**config.mk**
```make
export PLATFORM = sky130hd
export DESIGN_NAME = wdt2_regs
export DESIGN_NICKNAME = d
export VERILOG_FILES = /design/src/rtl/wdt2_pkg.sv /design/src/rtl/wdt2_timer.sv /design/src/rtl/wdt2_status.sv /design/src/rtl/wdt2_regs.sv
export SDC_FILE = /design/constraint.sdc
export NUM_CORES = 1
export LEC_CHECK = 0
export BUFFER_PORTS_ARGS = -buffer_cell sky130_fd_sc_hd__buf_2
export CORE_MARGIN = 4
export CORE_UTILIZATION = 40
export CTS_BUF_LIST = sky130_fd_sc_hd__clkbuf_8
export CTS_CLUSTER_DIAMETER = 60
export DETAILED_ROUTE_END_ITERATION = 16
export PLACE_DENSITY_LB_ADDON = 0.15
export SYNTH_ARGS = -nofsm -noshare
export SYNTH_HDL_FRONTEND = slang
export SYNTH_SLANG_ARGS = --single-unit
```
**constraint.sdc**
```tcl
create_clock -name clk_i -period 2.3 [get_ports clk_i]
set_input_delay 0.46 -clock clk_i [delete_from_list [all_inputs] [get_ports clk_i]]
set_output_delay 0.46 -clock clk_i [all_outputs]
set_load 0.02 [all_outputs]
```
**src/rtl/wdt2_pkg.sv**
```systemverilog
package wdt2_pkg;
  localparam int unsigned DW = 16;

  typedef enum logic [1:0] {
    A_KICK = 2'd0,
    A_TVAL = 2'd1,
    A_CTRL = 2'd2,
    A_STAT = 2'd3
  } wdt_addr_e;

  localparam int B_HALT     = 11;
  localparam int B_NOREBOOT = 9;
  localparam int S_FIRST    = 0;
  localparam int S_SECOND   = 1;
  localparam int S_BOOT     = 2;
  localparam int N_STS      = 3;
  localparam int KICK_BITS  = 5;
  localparam int TMIN       = 4;
endpackage

```
**src/rtl/wdt2_timer.sv**
```systemverilog
module wdt2_timer #(
  parameter int CW      = 6,
  parameter int TMIN    = 4,
  parameter int TMAX    = 63,
  parameter int RST_CYC = 16
) (
  input  logic          clk_i,
  input  logic          rst_ni,
  input  logic          tick_i,
  input  logic          halt_i,
  input  logic          kick_i,
  input  logic          tval_we_i,
  input  logic [15:0]   tval_raw_i,
  input  logic          noreboot_i,
  input  logic          irq_en_i,
  output logic [CW-1:0] tval_o,
  output logic [CW-1:0] cnt_o,
  output logic          first_set_o,
  output logic          second_set_o,
  output logic          irq_o,
  output logic          sys_rst_o
);
  localparam int RCW = $clog2(RST_CYC + 1);

  logic [CW-1:0]  tval_q, cnt_q, tval_clamp;
  logic           stage_q, irq_q, expire;
  logic [RCW-1:0] rst_cnt_q;

  always_comb begin
    if (tval_raw_i < 16'(TMIN))      tval_clamp = CW'(TMIN);
    else if (tval_raw_i > 16'(TMAX)) tval_clamp = CW'(TMAX);
    else                             tval_clamp = tval_raw_i[CW-1:0];
  end

  assign expire       = tick_i && !halt_i && !kick_i && (cnt_q == CW'(1));
  assign first_set_o  = expire && !stage_q;
  assign second_set_o = expire && stage_q;

  always_ff @(posedge clk_i or negedge rst_ni) begin
    if (!rst_ni) begin
      tval_q    <= CW'(TMAX);
      cnt_q     <= CW'(TMAX);
      stage_q   <= 1'b0;
      irq_q     <= 1'b0;
      rst_cnt_q <= '0;
    end else begin
      irq_q <= first_set_o && irq_en_i;
      if (tval_we_i) tval_q <= tval_clamp;
      if (kick_i) begin
        cnt_q   <= tval_q;
        stage_q <= 1'b0;
      end else if (tick_i && !halt_i) begin
        if (cnt_q == CW'(1)) begin
          cnt_q   <= tval_q;
          stage_q <= 1'b1;
        end else if (cnt_q != '0) begin
          cnt_q <= cnt_q - CW'(1);
        end
      end
      if (second_set_o && !noreboot_i) rst_cnt_q <= RCW'(RST_CYC);
      else if (rst_cnt_q != '0)        rst_cnt_q <= rst_cnt_q - RCW'(1);
    end
  end

  assign tval_o    = tval_q;
  assign cnt_o     = cnt_q;
  assign irq_o     = irq_q;
  assign sys_rst_o = (rst_cnt_q != '0);

  AST_HALT_FREEZE: assert property (@(posedge clk_i) disable iff (!rst_ni)
    (halt_i && !kick_i) |=> (cnt_q == $past(cnt_q)));
  AST_KICK_LOAD: assert property (@(posedge clk_i) disable iff (!rst_ni)
    kick_i |=> (cnt_q == $past(tval_q)));
  AST_IRQ_GATED: assert property (@(posedge clk_i) disable iff (!rst_ni)
    irq_o |-> $past(irq_en_i));
  AST_IRQ_SINGLE: assert property (@(posedge clk_i) disable iff (!rst_ni)
    irq_o |=> !irq_o);
  AST_NOREBOOT_BLOCK: assert property (@(posedge clk_i) disable iff (!rst_ni)
    $rose(sys_rst_o) |-> !$past(noreboot_i));
  AST_TVAL_RANGE: assert property (@(posedge clk_i) disable iff (!rst_ni)
    tval_we_i |=> (tval_q >= CW'(TMIN)));
endmodule

```
**src/rtl/wdt2_status.sv**
```systemverilog
module wdt2_status
  import wdt2_pkg::*;
(
  input  logic             clk_i,
  input  logic             por_ni,
  input  logic [N_STS-1:0] set_i,
  input  logic             clr_we_i,
  input  logic [N_STS-1:0] clr_i,
  output logic [N_STS-1:0] sts_o
);
  logic [N_STS-1:0] clr_eff, sts_q;

  // second and boot flags must be cleared in separate writes
  always_comb begin
    clr_eff = clr_we_i ? clr_i : '0;
    if (clr_eff[S_SECOND] && clr_eff[S_BOOT]) begin
      clr_eff[S_SECOND] = 1'b0;
      clr_eff[S_BOOT]   = 1'b0;
    end
  end

  for (genvar i = 0; i < N_STS; i++) begin : g_bit
    localparam logic RV = (i == S_BOOT);
    always_ff @(posedge clk_i or negedge por_ni) begin
      if (!por_ni)          sts_q[i] <= RV;
      else if (set_i[i])    sts_q[i] <= 1'b1;
      else if (clr_eff[i])  sts_q[i] <= 1'b0;
    end

    AST_STS_NOFALL: assert property (@(posedge clk_i) disable iff (!por_ni)
      $fell(sts_q[i]) |-> $past(clr_we_i && clr_i[i]));
    AST_STS_NORISE: assert property (@(posedge clk_i) disable iff (!por_ni)
      $rose(sts_q[i]) |-> $past(set_i[i]));
  end

  AST_PAIR_KEEP: assert property (@(posedge clk_i) disable iff (!por_ni)
    (clr_we_i && clr_i[S_SECOND] && clr_i[S_BOOT])
      |=> (!$fell(sts_q[S_SECOND]) && !$fell(sts_q[S_BOOT])));

  assign sts_o = sts_q;
endmodule

```
**src/rtl/wdt2_regs.sv**
```systemverilog
module wdt2_regs
  import wdt2_pkg::*;
#(
  parameter bit WIDE    = 1'b0,
  parameter int RST_CYC = 16
) (
  input  logic        clk_i,
  input  logic        por_ni,
  input  logic        rst_ni,
  input  logic        tick_i,
  input  logic        we_i,
  input  logic [1:0]  addr_i,
  input  logic [15:0] wdata_i,
  input  logic [1:0]  be_i,
  output logic [15:0] rdata_o,
  input  logic        irq_en_i,
  input  logic        nr_lock_i,
  output logic        irq_o,
  output logic        sys_rst_o
);
  localparam int CW   = WIDE ? 10 : 6;
  localparam int TMAX = (1 << CW) - 1;

  logic             halt_q, nr_q, noreboot;
  logic             kick, tval_we, ctrl_we, stat_we;
  logic [15:0]      tval_ext, tval_merged;
  logic [CW-1:0]    tval, cnt;
  logic             first_set, second_set;
  logic [N_STS-1:0] sts;

  assign kick    = we_i && (addr_i == A_KICK) && be_i[0] && (|wdata_i[KICK_BITS-1:0]);
  assign tval_we = we_i && (addr_i == A_TVAL) && (|be_i);
  assign ctrl_we = we_i && (addr_i == A_CTRL) && be_i[1];
  assign stat_we = we_i && (addr_i == A_STAT) && be_i[0];

  assign tval_ext    = 16'(tval);
  assign tval_merged = {be_i[1] ? wdata_i[15:8] : tval_ext[15:8],
                        be_i[0] ? wdata_i[7:0]  : tval_ext[7:0]};

  always_ff @(posedge clk_i or negedge rst_ni) begin
    if (!rst_ni) begin
      halt_q <= 1'b1;
      nr_q   <= 1'b1;
    end else begin
      if (ctrl_we) halt_q <= wdata_i[B_HALT];
      if (nr_lock_i)    nr_q <= 1'b1;
      else if (ctrl_we) nr_q <= wdata_i[B_NOREBOOT];
    end
  end

  assign noreboot = nr_q || nr_lock_i;

  wdt2_timer #(
    .CW(CW), .TMIN(TMIN), .TMAX(TMAX), .RST_CYC(RST_CYC)
  ) u_timer (
    .clk_i        (clk_i),
    .rst_ni       (rst_ni),
    .tick_i       (tick_i),
    .halt_i       (halt_q),
    .kick_i       (kick),
    .tval_we_i    (tval_we),
    .tval_raw_i   (tval_merged),
    .noreboot_i   (noreboot),
    .irq_en_i     (irq_en_i),
    .tval_o       (tval),
    .cnt_o        (cnt),
    .first_set_o  (first_set),
    .second_set_o (second_set),
    .irq_o        (irq_o),
    .sys_rst_o    (sys_rst_o)
  );

  wdt2_status u_status (
    .clk_i    (clk_i),
    .por_ni   (por_ni),
    .set_i    ({1'b0, second_set, first_set}),
    .clr_we_i (stat_we),
    .clr_i    (wdata_i[N_STS-1:0]),
    .sts_o    (sts)
  );

  always_comb begin
    rdata_o = '0;
    unique case (addr_i)
      A_KICK: rdata_o = 16'(cnt);
      A_TVAL: rdata_o = tval_ext;
      A_CTRL: begin
        rdata_o[B_HALT]     = halt_q;
        rdata_o[B_NOREBOOT] = noreboot;
      end
      A_STAT: rdata_o = 16'(sts);
      default: rdata_o = '0;
    endcase
  end

  AST_LOCK_STICKY: assert property (@(posedge clk_i) disable iff (!rst_ni)
    nr_lock_i |=> nr_q);
endmodule

```
After elaboration in Yosys (flattened, before gate mapping)
Index checks and enable logic that the tools add are counted.
{"block": "totals", "reg_bits": 24, "latchBits": 0, "ramBits": 0, "romBits": 0, "input_bits": 27, "wordCells": 79, "n_memories": 0}
{"block": "op_classes", "addsub": 2, "n_mul": 0, "div": 0, "magnitude_cmp": 2, "eq_ne": 4, "shifts": 0, "n_mux": 24, "n_bitwise": 0, "n_reduce_logical": 37}
{"op": "$mux 6", "n": 6}
{"op": "$pmux 6 s3", "n": 1}
{"op": "$logic_and 1x1->1", "n": 17}
{"op": "$gt 16x6->1 const B", "n": 1}
{"op": "$lt 16x3->1 const B", "n": 1}
{"op": "$mux 8", "n": 2}
{"op": "$reduce_bool 2->1", "n": 6}
{"op": "$mux 5", "n": 2}
{"op": "$mux 1", "n": 9}
{"op": "$eq 6x1->1 const B", "n": 1}
{"op": "$reduce_bool 6->1", "n": 1}
{"op": "$sub 6x1->6 const B", "n": 1}
{"op": "$reduce_bool 5->1", "n": 1}
{"op": "$reduce_or 5->1", "n": 1}
{"op": "$sub 5x1->5 const B", "n": 1}
{"op": "$eq 2x2->1 const B", "n": 2}
{"op": "$logic_not 1->1", "n": 4}
{"op": "$pmux 1 s2", "n": 2}
{"op": "$reduce_and 2->1", "n": 2}
{"op": "$mux 3", "n": 1}
{"op": "$reduce_bool 3->1", "n": 1}
{"op": "$reduce_or 3->1", "n": 1}
{"op": "$eq 2x1->1 const B", "n": 1}
{"op": "$logic_not 2->1", "n": 1}
{"op": "3 further kinds", "n": 3}

Depth between registers and ports, before layout
Gate-level depths: netlist of the first run.
{"block": "logic_depth", "depth_word": 10, "mapped_depth": 7, "mapped_depth_nobuf": 7}

Cells and area by module
Synthesis of the first run repeated with hierarchy kept, for this count alone.
{"block": "hier_totals", "cells_unflattened": 186, "hier_area_um2": 1710.4}
{"module": "wdt2_timer", "n_inst": 1, "cells_each": 115, "area_each_um2": 1092.3}
{"module": "wdt2_regs", "n_inst": 1, "cells_each": 61, "area_each_um2": 501.7}
{"module": "wdt2_status", "n_inst": 1, "cells_each": 10, "area_each_um2": 116.4}

Worst setup path after synthesis of the first run
No wires, ideal clock.
{"block": "synth_path", "path_type": "input -> output", "startpoint": "in addr_i[0]", "endpoint": "out rdata_o[1]", "t_arrival_ns": 1.416, "required_time_ns": 1.840, "setup_slack_ns": 0.424, "cell_stages": 3, "path_cell_list": "buf_1 mux2i_1 o21ai_0"}
{"block": "synth_between", "elab_chain_len": 2, "word_cells_on_any_way": 4}
{"item": "start, declared", "line_no": "wdt2_regs.sv:12", "text": "input logic [1:0] addr_i,"}
{"item": "$eq 2x2->1 (tied with other cells)", "line_no": "wdt2_regs.sv:84", "text": "unique case (addr_i)"}
{"item": "$pmux 6 s3 *", "line_no": "wdt2_regs.sv:84"}
{"item": "end, declared", "line_no": "wdt2_regs.sv:15", "text": "output logic [15:0] rdata_o,"}
Mark *: on every way between the ends. The rest lies on a longest branch, timed or not.

Worst setup path in the final report of the first run
{"block": "layout_path", "startpoint": "reg u_timer.rst_cnt_q[0]", "endpoint": "out sys_rst_o"}
{"block": "layout_between", "elab_chain_len": 1}
{"item": "start, declared", "line_no": "wdt2_timer.sv:27", "text": "logic [RCW-1:0] rst_cnt_q;"}
{"item": "start signal, assigned", "line_no": "wdt2_timer.sv:60", "text": "if (second_set_o && !noreboot_i) rst_cnt_q <= RCW'(RST_CYC);"}
{"item": "start signal, assigned", "line_no": "wdt2_timer.sv:61", "text": "else if (rst_cnt_q != '0) rst_cnt_q <= rst_cnt_q - RCW'(1);"}
{"item": "$reduce_bool 5->1", "line_no": "wdt2_timer.sv:68", "text": "assign sys_rst_o = (rst_cnt_q != '0);"}
{"item": "end, declared", "line_no": "wdt2_regs.sv:19", "text": "output logic sys_rst_o"}
Every way passes these cells.

==> results of run 1 <==
## kinds of logic after synthesis
family | synth area share
mux | 0.05611
compound gates | 0.2175
xor+xnor | 0.01614
simple gates | 0.2152
flops | 0.3805
buf+inv | 0.07379
fa+ha+maj | 0.03843
other cells | 0.002304
## flip-flops by register name (all words and copies together) (netlist names)
name               cells
u_status.sts_o         3
halt_q                 1
u_timer.stage_q        1
u_timer.cnt_o          6
u_timer.tval_o         6
nr_q                   1
u_timer.irq_o          1
u_timer.rst_cnt_q      5
## critical path: stages, from the launching register on
cell     delay (ns)
dfrtp_1        0.38
inv_1          0.11
ha_1           0.15
nor2b_1        0.16
and2_1         0.24
inv_1          0.09
buf_2          0.17
## metal layers
layer | share of wire | vias to the layer above | GRT usage | wire (µm)
met4 | 0.0097 | 0 | 0.04593 | 38
met5 | 0 | - | 0 | 0
met2 | 0.49 | 36 | 0.2592 | 1918
li1 | - | 688 | - | -
met1 | 0.46 | 689 | 0.2026 | 1791
met3 | 0.044 | 5 | 0.02104 | 173
## path summary, 6_finish.rpt
check | slack, ns | to
worst max-delay path | 0.28 | sys_rst_o
worst min-delay path | 0.13 | u_timer.rst_cnt_q[0]
worst max register to register | 0.38 | u_timer.cnt_o[3]
worst min register to register | 0.45 | u_status.sts_o[2]
max in group asynchronous | 1.60 | u_status.sts_o[2]
min in group clk_i | 0.38 | u_status.sts_o[2]
## Yosys cell counts (2+ instances only)
cell	number
dfstp_2	15
nor2_1	15
inv_1	13
dfrtp_1	9
buf_4	8
mux2i_1	8
o21ai_0	8
a21oi_1	6
nand3_1	6
ha_1	5
nand2_1	5
nor3_1	4
o211ai_1	4
a2bb2oi_1	3
a31oi_1	3
o22a_1	3
or3_1	3
a211o_1	2
a211oi_1	2
a22o_1	2
and2_1	2
clkbuf_1	2
nand3b_1	2
nand4_1	2
nor2b_1	2
o21ai_1	2
o22ai_1	2
o31ai_1	2
or4_4	2
xnor2_1	2
## cell type report
cell class                      instances  area [µm²]
Clock inverter                          1       30.03
Multi-Input combinational cell        129       914.6
Inverter                               13       48.80
Fill cell                             383        1894
Sequential cell                        24       619.3
Timing Repair Buffer                   37       190.2
Clock buffer                            3       41.29
Tap cell                               48       60.06
## power groups by stage
stage	Sequential (µW)	Combinational, µW	Clock, µW
floorplan	757	580	0
global placement	811	715	0
detailed placement	813	735	0
CTS	807	739	378
global route	830	827	391
finish	807	731	369
## per-stage QoR
step | instances | power [µW]
2_1_floorplan | 177 | 1336
3_3_place_gp | 250 | 1526
3_5_place_dp | 250 | 1548
4_1_cts | 255 | 1923
5_1_grt | 255 | 2048
6_report | 255 | 1907
## cell usage in the layout (no fill, tap or decap), types with 3 or more instances in the layout
cell type,count
a21oi_1,6
a2bb2oi_1,3
a31oi_1,3
buf_2,36
clkbuf_8,3
conb_1,8
dfrtp_1,9
dfstp_2,15
ha_1,5
inv_1,13
mux2i_1,8
nand2_1,5
nand3_1,6
nor2_1,15
nor3_1,4
o211ai_1,4
o21ai_0,8
o22a_1,3
or3_1,3
==> impl_metrics.tcl, run 1 <==
set metrics [dict create \
    switchingPower_uw 715.8 \
    insertion_delay_ns 0.27 \
    cts_tree "yes" \
    post-route-min-period_ns 2.024 \
    crit_start "u_timer.rst_cnt_q[0]" \
    crit_type "reg2out" \
    drcViolationCount 0 \
    fmaxAchievable_mhz 494.1 \
    gp_congestion 0.8447 \
    initial_core_util 0.4285 \
    numPortBuffers 36 \
    die-area_mm2 0.005154 \
    yosysTopAreaCell "dfstp_2" \
    relSlewSlack 0.6117 \
    overflow 0 \
    firstDrtPassIters 4 \
    grt_max_degree 22 \
    hold_buffers 1 \
    drt-total-wl_mm 3.920 \
    power_density_mw_per_mm2 1001 \
    rsz0062_at_grt "no" \
    netlist.area_leader.share 0.2421 \
    final_nets 240 \
    ir_worst_vdd_uv 424.7 \
    vias 1418 \
    cp.required_ns 1.84 \
    hold_slack_ns 0.1326 \
    grt_pass1_vias 1393 \
    clk_pin_slew_ns 0.08 \
    async_flop_share 1.000 \
    synth-main-ff-cell "dfstp_2" \
    place_area_mm2 0.001823 \
    fin_worst_skew_ns 0.002003 \
    first_iter_violations 51 \
    drv_cap 0 \
    synth_area_leaders "dfstp_2, dfrtp_1, mux2i_1, ha_1, buf_4" \
    fin_area_mm2 0.001904 \
    core_mm2 0.003799 \
    setup_viol 0 \
    pwr-share-comb 0.383 \
    syn_avg_cell_area_um2 9.575 \
    synth-edff-count 0 \
    r2r_cells 5 \
    syn-cell-area_mm2 0.001628 \
    worstMarginPinSlew_ns 0.5749 \
    die_h_um 71.79 \
    leakage_uw 0.0008275 \
    clockBufferDepth 2 \
    vias_per_cell 5.561 \
    path_max_fanout 4 \
    finalHoldViolCount 0 \
    cp-start-kind "flop" \
    yosysUniqueCellTypes 56 \
    synth_seq_area_share 0.3805 \
    intPower_uw 1191 \
    die_w_um 71.79 \
    cts_made_buffers 3 \
    grt_pass1_wl_mm 6.320 \
    dp_slack_ns 0.3900 \
    post_cts_resized 0 \
    syn_to_final_growth_pct 16.99 \
    seq_power_share 0.423 \
    post_drt_wl_per_cell_um 15.37 \
    clkPwrFrac 0.194 \
    cp.arrival_ns 1.56 \
    drive_above_1_share 0.3285 \
    fin_util 0.5013 \
    diodes 0 \
    min_period_over_period 0.8800 \
    run_status "completed" \
    grt_usage 0.1532 \
    ant_nets 0 \
    antenna_found_initial 0 \
    slew_violations 0 \
    reg2reg_from "u_timer.cnt_o[0]" \
    root_buffer "clkbuf_8" \
    htree_levels 1 \
    yosysWarnings 0 \
    hold_path_class "in2async" \
    row_count 22 \
    power_switching_share 0.3754 \
    cts_setup_buffers 0 \
    syn-instance-count 170 \
    hpwlAfterDp_mm 3.212 \
    setup_tns_ns 0 \
    ioPinCount 45 \
    ys_seq_elements 24 \
    setup_slack_ns 0.2759 \
    endpoint_kind "primary output" \
    clock-sinks 24 \
]
Note: power is estimated with default switching activity, not from simulation.
==> run 2, diff against run 1 <==
REMOVE_ABC_BUFFERS = 1   (was default)
SKIP_LAST_GASP = 1   (was default)
==> impl_metrics.tcl, run 2 (synthesis results as in run 1) <==
set metrics [dict create \
    row_count 22 \
    cp.required_ns 1.84 \
    cts_tree "yes" \
    htree_levels 1 \
    cp.arrival_ns 1.61 \
    core_mm2 0.003799 \
    worstMarginPinSlew_ns 0.6009 \
    vias 1421 \
    worst-path-stages 6 \
    grt_usage 0.1565 \
    ant_nets 0 \
    vias_per_cell 5.573 \
    fin_worst_skew_ns 0.003500 \
    drcViolationCount 0 \
    initial_core_util 0.4285 \
    grt_pass1_wl_mm 6.555 \
    final_nets 240 \
    numPortBuffers 36 \
    ir_worst_vdd_uv 537.7 \
    antenna_found_initial 0 \
    syn_to_final_growth_pct 16.99 \
    die-area_mm2 0.005154 \
    path_max_fanout 4 \
    ioPinCount 45 \
    setup_viol 0 \
    die_w_um 71.79 \
    crit_slowest_cell "dfrtp_1" \
    slew_violations 0 \
    grt_pass1_vias 1392 \
    fillers 376 \
    fmaxAchievable_mhz 483.3 \
    hold_slack_ns 0.1417 \
    endpoint_kind "primary output" \
    cpMostUsedCell "inv_1" \
    setup_tns_ns 0 \
    cp_top_family "simple AND/OR/NAND/NOR gates" \
    gp_congestion 0.7738 \
    power_density_mw_per_mm2 1014 \
    post_drt_wl_per_cell_um 15.34 \
    clock-sinks 24 \
    firstDrtPassIters 4 \
    timing.critical_path.buf_inv 3 \
    rsz0062_at_grt "no" \
    crit_type "reg2out" \
    grt_max_degree 22 \
    cp_slowest_stage_delay_ns 0.39 \
    post_cts_resized 0 \
    leakage_uw 0.0008275 \
    drive_above_1_share 0.3285 \
    die_h_um 71.79 \
    clk_pin_slew_ns 0.09 \
    first_iter_violations 75 \
    drt-total-wl_mm 3.912 \
    run_status "completed" \
    overflow 0 \
    cts_made_buffers 3 \
    final_common_cell "buf_2" \
    min_period_over_period 0.8996 \
    r2r_cells 5 \
    path_cells "inv_1, ha_1, nor2b_1, and2_1, inv_1, buf_2" \
    hpwlAfterDp_mm 3.095 \
    post-route-min-period_ns 2.069 \
    drv_cap 0 \
    relSlewSlack 0.5952 \
    clockBufferDepth 2 \
    diodes 0 \
    cp-start-kind "flop" \
    hold_path_class "in2async" \
    root_buffer "clkbuf_8" \
    finalHoldViolCount 0 \
    layout_common_cells "buf_2, nor2_1, dfstp_2, inv_1, dfrtp_1" \
    insertion_delay_ns 0.26 \
]
run 2: cell counts in the layout (fill, tap and decap cells not counted):
No cell type changed its count.
run 2: per-layer routing:
layer  GRT usage  wire length, µm  vias up
met5           0                0        -
met4     0.04802               35        0
met3     0.01964              193        4
met2      0.2490             1849       48
met1      0.2207             1834      678
li1            -                -      691
run 2: path summary, 6_finish.rpt:
kind | to | slack, ns | from
worst min-delay path | u_timer.rst_cnt_q[4] | 0.14 | rst_ni
worst max-delay path | sys_rst_o | 0.23 | u_timer.rst_cnt_q[0]
worst max register to register | u_timer.cnt_o[0] | 0.37 | u_timer.cnt_o[0]
worst min register to register | u_status.sts_o[2] | 0.46 | u_status.sts_o[2]
max in group asynchronous | u_status.sts_o[2] | 1.62 | por_ni
min in group clk_i | u_status.sts_o[2] | 0.38 | wdata_i[2]
run 2: where the power goes:
group	internal (µW)	switching, µW
clock network	233	136
logic	334	418
registers	629	182
total	1200	735
run 2: cell type report:
class | count | area, µm² | share of cell area
multi-input combinational | 129 | 914.6 | 0.4803
sequential | 24 | 619.3 | 0.3252
timing repair buffer | 37 | 190.2 | 0.09987
tap | 48 | 60.06 | 0.03154
inverter | 13 | 48.80 | 0.02562
clock buffer | 3 | 41.29 | 0.02168
clock inverter | 1 | 30.03 | 0.01577
run 2: stage by stage:
step	setup WS, ns	std cells	utilization	area, µm²	power [µW]
after floorplan	0.5971	166	-	1583	1320
after global placement	0.4290	250	0.4799	1823	1520
after detailed placement	0.4117	250	0.4799	1823	1554
after CTS	0.2270	255	0.5013	1904	1940
after global routing	0.07026	255	0.5013	1904	2078
final	0.2309	255	0.5013	1904	1932
run 2: what timing repair did:
item	4_1_cts	5_1_grt
hold buffers	1	0
setup buffers	0	0
endpoints found under the hold margin	2	0
==> run 3, diff against run 2 <==
CORE_ASPECT_RATIO = 1.75   (was default)
==> impl_metrics.tcl, run 3 (synthesis results as in run 1) <==
set metrics [dict create \
    run_status "completed" \
    cp.required_ns 1.84 \
    diodes 0 \
    power_density_mw_per_mm2 974.0 \
    cts_made_buffers 3 \
    htree_levels 1 \
    drv_cap 0 \
    clk_pin_slew_ns 0.08 \
    hold_path_class "in2async" \
    fin_util 0.4837 \
    initial_core_util 0.4170 \
    vias 1422 \
    instances_no_fill 255 \
    core_mm2 0.003904 \
    wl_met3_um 154 \
    seqCellArea_um2 619.3 \
    relSlewSlack 0.5910 \
    reg2reg_from "u_timer.cnt_o[0]" \
    setup_viol 0 \
    vias_per_cell 5.576 \
    drt-total-wl_mm 4.118 \
    drcViolationCount 0 \
    endpoint_kind "primary output" \
    path_cells "inv_1, ha_1, nor2b_1, and2_1, inv_1, buf_2" \
    r2r_cells 5 \
    firstDrtPassIters 4 \
    reg2reg_to "u_timer.cnt_o[5]" \
    crit_end "sys_rst_o" \
    leakage_uw 0.0008206 \
    grt_max_degree 22 \
    cpMostUsedCell "inv_1" \
    die-area_mm2 0.005194 \
    hold_slack_ns 0.1455 \
    syn_to_final_growth_pct 15.99 \
    path_max_fanout 4 \
    grt_usage 0.1674 \
    first_iter_violations 34 \
    final_common_cell "buf_2" \
    cp-start-kind "flop" \
    multiInputGateArea_um2 914.6 \
    row_count 30 \
    ir_worst_vdd_uv 570.5 \
    fin_worst_skew_ns 0.002307 \
    final_nets 240 \
    die_w_um 56.22 \
    ant_nets 0 \
    fillers 413 \
    numPortBuffers 36 \
    layout_common_cells "buf_2, nor2_1, dfstp_2, inv_1, dfrtp_1" \
    highest_layer "met4" \
    min_period_over_period 0.8571 \
    rsz0062_at_grt "no" \
    placed_cells 250 \
    post-route-min-period_ns 1.971 \
    hpwlAfterDp_mm 3.347 \
    crit_slowest_cell "dfrtp_1" \
    die_h_um 92.39 \
    wl_met2_mm 2.265 \
    crit_type "reg2out" \
    finalHoldViolCount 0 \
    cts_setup_buffers 0 \
    clockBufferDepth 2 \
    worstMarginPinSlew_ns 0.6071 \
    grt_pass1_vias 1448 \
    cp_slowest_stage_delay_ns 0.37 \
    drive_above_1_share 0.3285 \
    slew_violations 0 \
    post_drt_wl_per_cell_um 16.15 \
    antenna_found_initial 0 \
    grt_pass1_wl_mm 6.886 \
    cts_tree "yes" \
    crit_start "u_timer.rst_cnt_q[0]" \
    setup_tns_ns 0 \
    clock-sinks 24 \
    rrSetupSlack_ns 0.41 \
    fmaxAchievable_mhz 507.3 \
    cp.arrival_ns 1.51 \
    root_buffer "clkbuf_8" \
    ioPinCount 45 \
    overflow 0 \
    met1_length_mm 1.606 \
    insertion_delay_ns 0.26 \
    gp_congestion 0.8816 \
]
[run 3: worst min path at each step]
stage | start | end | slack [ns]
after global routing | rst_ni | u_timer.rst_cnt_q[4] | 0.16
after floorplan | por_ni | u_status.sts_o[0] | 0.16
after CTS | rst_ni | u_timer.rst_cnt_q[4] | 0.16
after detailed placement | por_ni | u_status.sts_o[1] | 0.26
final | rst_ni | u_timer.rst_cnt_q[4] | 0.15
after global placement | por_ni | u_status.sts_o[1] | 0.27
[run 3: metal layers]
layer	vias up	global-route usage
met3	12	0.01813
met4	0	0.06337
li1	687	-
met5	-	0
met2	39	0.3164
met1	684	0.1869
[run 3: worst max-delay path, delay by kind of cell (launching register included)]
family,cells,cell delay (ns)
and+or+nand+nor,2,0.38
DFF,1,0.37
adders and majority gates,1,0.14
buffers and inverters,3,0.35
[run 3: power by group]
part           leakage (µW)  internal, µW  switching (µW)  total [µW]
Combinational      0.000520           332             413         745
Clock             0.0000288           153             131         283
Sequential         0.000272           630             181         811
Total              0.000821          1110             724        1840
[run 3: what timing repair did]
action / in CTS / in global routing
hold buffers: 1 / 0
resized for setup: 0 / 0
endpoints found under the hold margin: 2 / 0
endpoints found under the setup margin: 0 / 0
[run 3: final cells by class]
| type | count | share of cell area |
|---|---|---|
| clock buffer | 4 | 0.02916 |
| inverter | 13 | 0.02584 |
| timing repair buffer | 37 | 0.1007 |
| multi-input combinational | 129 | 0.4844 |
| sequential | 24 | 0.3280 |
| tap | 48 | 0.03181 |
[run 3: metrics by stage]
step	area, µm²	power (µW)	setup WS [ns]
finish	1888	1839	0.3288
global route	1888	1989	0.1693
CTS	1888	1862	0.3029
detailed placement	1823	1564	0.3830
global placement	1823	1532	0.3991
floorplan	1583	1320	0.5971
